<file path="src/rtl/pdlPkg.sv">
package pdlPkg;
  // Strobes from control to datapath, all valid in the same cycle
  typedef struct packed {
    logic push;    // enqueue the transition detected this cycle
    logic pop;     // head entry matched: drive its level and retire it
    logic resync;  // idle rollover: copy synchronized input to output
  } pdlCtrl_t;
endpackage

</file>
<file path="src/rtl/pdlDatapath.sv">
module pdlDatapath
  import pdlPkg::*;
#(
  parameter int CNT_W = 16,
  parameter int DEPTH = 8
) (
  input  logic             clk,
  input  logic             rstN,
  input  logic             tickEn,
  input  logic             pulseIn,
  input  logic [CNT_W-1:0] delayVal,
  input  pdlCtrl_t         ctrl,
  output logic             edgeSeen,
  output logic             headMatch,
  output logic             cntWrap,
  output logic             qEmpty,
  output logic             qFull,
  output logic             pulseOut
);
  localparam int PTR_W  = (DEPTH > 1) ? $clog2(DEPTH) : 1;
  localparam int FILL_W = $clog2(DEPTH + 1);
  localparam logic [PTR_W-1:0] LAST_PTR = PTR_W'(DEPTH - 1);
  localparam bit   POW2 = (DEPTH > 1) && ((DEPTH & (DEPTH - 1)) == 0);

  // Input synchronizer and edge tracking
  logic syncA, syncB, lastLvl;
  always_ff @(posedge clk) begin
    if (!rstN) begin
      syncA   <= 1'b0;
      syncB   <= 1'b0;
      lastLvl <= 1'b0;
    end else begin
      syncA   <= pulseIn;
      syncB   <= syncA;
      lastLvl <= syncB;  // sensitivity flips after every detected transition
    end
  end
  assign edgeSeen = syncB ^ lastLvl;

  // Free-running timebase, never cleared except by reset
  logic [CNT_W-1:0] cnt;
  always_ff @(posedge clk) begin
    if (!rstN)       cnt <= '0;
    else if (tickEn) cnt <= cnt + 1'b1;
  end
  assign cntWrap = tickEn && (cnt == '1);

  // Circular event queue
  logic [CNT_W-1:0] targetMem [DEPTH];
  logic             levelMem  [DEPTH];
  logic [PTR_W-1:0] wrPtr, rdPtr, wrNext, rdNext;
  logic [FILL_W-1:0] fill;
  logic [CNT_W-1:0] captureTarget;

  assign captureTarget = cnt + delayVal;  // carry dropped by width

  generate
    if (POW2) begin : g_ptrNatural
      assign wrNext = wrPtr + 1'b1;
      assign rdNext = rdPtr + 1'b1;
    end else begin : g_ptrCompare
      assign wrNext = (wrPtr == LAST_PTR) ? '0 : wrPtr + 1'b1;
      assign rdNext = (rdPtr == LAST_PTR) ? '0 : rdPtr + 1'b1;
    end
  endgenerate

  always_ff @(posedge clk) begin
    if (ctrl.push) begin
      targetMem[wrPtr] <= captureTarget;
      levelMem[wrPtr]  <= syncB;
    end
  end

  always_ff @(posedge clk) begin
    if (!rstN) begin
      wrPtr <= '0;
      rdPtr <= '0;
      fill  <= '0;
    end else begin
      if (ctrl.push) wrPtr <= wrNext;
      if (ctrl.pop)  rdPtr <= rdNext;
      case ({ctrl.push, ctrl.pop})
        2'b10:   fill <= fill + FILL_W'(1);
        2'b01:   fill <= fill - FILL_W'(1);
        default: fill <= fill;
      endcase
    end
  end

  assign qEmpty    = (fill == '0);
  assign qFull     = (fill == FILL_W'(DEPTH));
  assign headMatch = !qEmpty && (cnt == targetMem[rdPtr]);

  // Output stage
  always_ff @(posedge clk) begin
    if (!rstN)            pulseOut <= 1'b0;
    else if (ctrl.pop)    pulseOut <= levelMem[rdPtr];
    else if (ctrl.resync) pulseOut <= syncB;
  end

  a_r4_fill_bound: assert property (@(posedge clk) disable iff (!rstN)
    fill <= FILL_W'(DEPTH));

  a_r6_pop_needs_entry: assert property (@(posedge clk) disable iff (!rstN)
    ctrl.pop |-> !qEmpty);

  a_r2_counter_frozen: assert property (@(posedge clk) disable iff (!rstN)
    !tickEn |=> $stable(cnt));

  a_r3_out_change_cause: assert property (@(posedge clk) disable iff (!rstN)
    !$stable(pulseOut) |-> $past(ctrl.pop || ctrl.resync));
endmodule

</file>
<file path="src/rtl/pdlControl.sv">
module pdlControl
  import pdlPkg::*;
(
  input  logic     clk,
  input  logic     rstN,
  input  logic     edgeSeen,
  input  logic     headMatch,
  input  logic     cntWrap,
  input  logic     qEmpty,
  input  logic     qFull,
  output pdlCtrl_t ctrl,
  output logic     overflow
);
  always_comb begin
    ctrl.push   = edgeSeen && !qFull;
    ctrl.pop    = headMatch;
    ctrl.resync = cntWrap && qEmpty && !edgeSeen;
  end

  always_ff @(posedge clk) begin
    if (!rstN)                  overflow <= 1'b0;
    else if (edgeSeen && qFull) overflow <= 1'b1;
  end

  a_r5_overflow_sticky: assert property (@(posedge clk) disable iff (!rstN)
    overflow |=> overflow);

  a_r5_no_push_when_full: assert property (@(posedge clk) disable iff (!rstN)
    qFull |-> !ctrl.push);

  a_r6_no_resync_pending: assert property (@(posedge clk) disable iff (!rstN)
    ctrl.resync |-> (qEmpty && !ctrl.pop));
endmodule

</file>
<file path="src/rtl/pulseDelayLine.sv">
module pulseDelayLine
  import pdlPkg::*;
#(
  parameter int CNT_W = 16,
  parameter int DEPTH = 8
) (
  input  logic             clk,
  input  logic             rstN,
  input  logic             tickEn,
  input  logic             pulseIn,
  input  logic [CNT_W-1:0] delayVal,
  output logic             pulseOut,
  output logic             queueEmpty,
  output logic             queueFull,
  output logic             overflow
);
  pdlCtrl_t ctrl;
  logic edgeSeen, headMatch, cntWrap;

  pdlDatapath #(.CNT_W(CNT_W), .DEPTH(DEPTH)) uDatapath (
    .clk       (clk),
    .rstN      (rstN),
    .tickEn    (tickEn),
    .pulseIn   (pulseIn),
    .delayVal  (delayVal),
    .ctrl      (ctrl),
    .edgeSeen  (edgeSeen),
    .headMatch (headMatch),
    .cntWrap   (cntWrap),
    .qEmpty    (queueEmpty),
    .qFull     (queueFull),
    .pulseOut  (pulseOut)
  );

  pdlControl uControl (
    .clk       (clk),
    .rstN      (rstN),
    .edgeSeen  (edgeSeen),
    .headMatch (headMatch),
    .cntWrap   (cntWrap),
    .qEmpty    (queueEmpty),
    .qFull     (queueFull),
    .ctrl      (ctrl),
    .overflow  (overflow)
  );
endmodule

</file>
<file path="config.mk">
export PLATFORM = sky130hd
export DESIGN_NAME = pulseDelayLine
export DESIGN_NICKNAME = d
export VERILOG_FILES = /design/src/rtl/pdlPkg.sv /design/src/rtl/pdlDatapath.sv /design/src/rtl/pdlControl.sv /design/src/rtl/pulseDelayLine.sv
export SDC_FILE = /design/constraint.sdc
export NUM_CORES = 1
export LEC_CHECK = 0
export ABC_CLOCK_PERIOD_IN_PS = 6200
export BUFFER_PORTS_ARGS = -buffer_cell sky130_fd_sc_hd__buf_2
export CORE_ASPECT_RATIO = 1.1
export CORE_MARGIN = 2
export CORE_UTILIZATION = 60
export DETAILED_ROUTE_END_ITERATION = 16
export PLACE_DENSITY = 0.81
export REMOVE_ABC_BUFFERS = 1
export SLEW_MARGIN = 20
export SYNTH_ARGS = -nofsm -noshare
export SYNTH_HDL_FRONTEND = slang
export SYNTH_SLANG_ARGS = --single-unit
</file>
<file path="constraint.sdc">
create_clock -name clk -period 6.2 [get_ports clk]
set_clock_uncertainty 0.1 [all_clocks]
set_input_delay 0.31 -clock clk [delete_from_list [all_inputs] [get_ports clk]]
set_output_delay 0.31 -clock clk [all_outputs]
set_load 0.005 [all_outputs]
</file>
==> summary.md <==
| Metric | Value |
|---|---|
| Outcome | `completed` |
| Final setup fails | `0` |
| Total Routed Length | `around 15000 um` |
| Worst path cell trace | `mux4_2 > mux2i_1 > xnor2_1 > or4_1 > or4_1 > nor3_1 > ha_1 > xor2_1 > ha_1 > a21oi_1 > xor2_1 > or3_1 > a21boi_0` |
| DR pass1 iterations | `5` |
| Gr usage total | `24.65%` |
| Via count | `between 4000 and 5000` |
| First-pass GRT wire length | `between 20000 and 25000 um` |
| CTS tree | `built` |
| Power Density | `285.0 mW/mm^2` |
| Initial DRC count | `333` |
| Detailed Place HPWL | `roughly 10000 um` |
| FMAX | `approximately 220 MHz` |
| Worst path slowest cell | `dfxtp_2` |
| Avg Inst Size Synth | `15.46 um^2` |
| Initial Util | `62.13%` |
| Layout area overhead | `12.56%` |
| Lkg Pwr | `2.894 nW` |
| Max Cap Viol | `0` |
| CTS clk-pin slew, worst paths | `60 ps` |
| Die width | `110.9 um` |
| Place WS | `~1700 ps` |
| Startpoint types | `flip-flop` |
| Antenna cell count | `0` |
| Min cycle time layout | `4520 ps` |
| WP data arrival | `4780 ps` |
| Post-cts sizing count | `0` |
| Vert. Die Dim | `121.6 um` |
| Detail Route Antenna Nets | `0` |
| CP Data Required Time | `6460 ps` |
| Seq/Total Area, Yosys | `63.17%` |
| Post-synth EDFFs | `136` |
| Fin crit share | `~73%` |
| Initial antenna violation count | `0` |
| Total grt overflow | `0` |
| I/O pins | `24` |
| Async SR Flop Fraction | `0%` |
| Cts hold-fix bufs | `1` |
| CTS sink cnt | `170` |
| Synth Cell Area | `0.007542 mm^2` |
| Buf/Inv on CP | `0` |
| Via-per-instance ratio | `approximately 6.2` |
| Delay-heaviest family, CP | `simple AND/OR/NAND/NOR gates` |
| Main synth FF type | `edfxtp_1` |
| Most frequent cells in the layout | `edfxtp_1 (136), mux4_2 (34), xnor2_1 (34), dfxtp_1 (32)` |
| Largest net degree at the start of global routing | `34` |
| Crit-path max FO | `19` |
| HP Class | `primary input to flip-flop` |
| Placeable Area | `0.01214 mm^2` |
| Worst slew pin tran | `1094 ps` |
| Vias in the first global route | `4346` |
| Row count | `42` |
| CTS max path bufs | `2` |
| # Post-CTS Setup Buffers | `0` |
| YS warnings | `0` |
| Die area | `0.01348 mm^2` |
| CP max stage delay | `770 ps` |
| H-tree Lvls | `4` |
| Nets | `~570` |
| Root Buffer | `clkbuf_16` |
| Worst vdd rail ir drop | `0.2225 mV` |
| WL per Instance | `roughly 22 um` |
| Number of remaining DRC errors | `0` |
| Setup TNS | `0 ps` |
| Post-Synthesis Cells | `between 400 and 500` |
| Seq cells post-synth | `170` |
| Gpl congestion | `0.8275` |
| Worst-Skew Late Latency | `430 ps` |
| Setup Crit Path Kind | `flip-flop to flip-flop` |
| Hold Vio Cnt, Final | `0` |
| Commonest non-fill, non-tap cell in the layout | `edfxtp_1` |
| Unrepaired setup endpoints after global routing | `false` |
| Port Buffers | `23` |
| Final Max Tran Viols | `0` |
| Critical Path Sink Type | `flip-flop` |
| Slew HR | `26.78%` |
| Layout cells sized above 1 | `19.34%` |
| Post-synthesis cell type count | `45` |
| Cts bufs inserted | `17` |
| Final WS setup | `1680 ps` |
[kinds of logic after synthesis]
family	after synthesis	synth area share (%)
compound gates	43	3.567
xor+xnor	48	5.574
fa+ha+maj	22	3.749
buf+inv	26	1.692
flops	170	63.17
mux	56	13.07
simple gates	123	9.174
[where the power goes]
part / total, mW / leakage [nW] / switching, mW / internal, mW
sequential: 1.26 / 1.50 / 0.00849 / 1.25
combinational: 0.0981 / 1.11 / 0.0597 / 0.0384
clock: 1.06 / 0.281 / 0.423 / 0.639
[routing by layer]
metal | share of wire (%) | global-route usage (%)
met5 | 0 | 0
met4 | 2.9 | 11.80
met3 | 6.3 | 4.577
met2 | 51 | 40.72
met1 | 40 | 32.21
[area by class of cell]
cell class | count | area, um^2
inverter | 12 | 45.04
fill | 771 | 3650
clock buffer | 23 | 489.2
tap | 154 | 192.7
timing repair buffer | 37 | 222.7
multi-input combinational | 292 | 2660
sequential | 170 | 4767
clock inverter | 9 | 112.6
[tightest hold or removal path, cell delays in order]
cell     delay, ps
buf_2          160
mux2i_1         90
nor2b_1        100
[per-stage QoR]
stage          power [mW]  cells  hold WS [ps]  area, um^2  util, %
4_1_cts             2.425    697         157.3        8489    69.93
2_1_floorplan       1.343    474         311.8        7460        -
3_3_place_gp        1.375    664         330.5        7878    64.89
5_1_grt             2.482    697         206.6        8489    69.93
3_5_place_dp        1.381    664         318.5        7878    64.89
6_report            2.419    697         173.9        8489    69.93
[sequential cells by signal (all words and copies together), names as in the netlist, named ones only]
register,count
uControl.overflow,1
uDatapath.cnt,16
uDatapath.fill,4
uDatapath.lastLvl,1
uDatapath.levelMem,8
uDatapath.pulseOut,1
uDatapath.rdPtr,3
uDatapath.syncA,1
uDatapath.syncB,1
uDatapath.targetMem,128
uDatapath.wrPtr,3
[synthesized netlist by cell type, types with 2 or more instances]
cell type	n	area (um^2)
or3_1	7	43.79
xnor2_1	34	297.8
ha_1	21	262.8
nand4_1	5	31.28
buf_6	2	22.52
a21boi_0	5	37.54
o21bai_1	2	15.01
nand2_1	20	75.07
and3_1	3	18.77
nor2b_1	9	56.30
o211ai_1	2	15.01
a31oi_1	2	12.51
inv_1	12	45.04
nor3_1	5	25.02
a21o_1	3	22.52
a21oi_1	11	55.05
and4_1	2	17.52
edfxtp_1	136	4084
o21ai_0	11	55.05
or4_1	3	22.52
mux2i_1	22	220.2
nand3_1	7	35.03
mux4_2	34	765.7
nor2_1	23	86.33
dfxtp_1	34	680.7
nor4_1	3	18.77
buf_4	3	22.52
nand2b_1	7	43.79
buf_2	3	15.01
and2_1	21	131.4
nor4bb_1	2	20.02
clkbuf_1	5	18.77
xor2_1	14	122.6
a211oi_1	4	30.03
[final timing paths]
| check | start | endpoint | slack, ps | depth (start not counted) |
|---|---|---|---|---|
| worst max-delay path | flip-flop | uDatapath.fill[2]$_SDFFE_PN0P_ | 1680 | 13 |
| worst min-delay path | tickEn | uDatapath.cnt[1]$_SDFFE_PN0P_ | 170 | 3 |
| worst max register to register | flip-flop | uDatapath.fill[2]$_SDFFE_PN0P_ | 1680 | 13 |
| worst min register to register | uDatapath.syncA$_SDFF_PN0_ | uDatapath.syncB$_SDFF_PN0_ | 340 | 1 |
No activity file was read; power rests on OpenSTA's default activity.
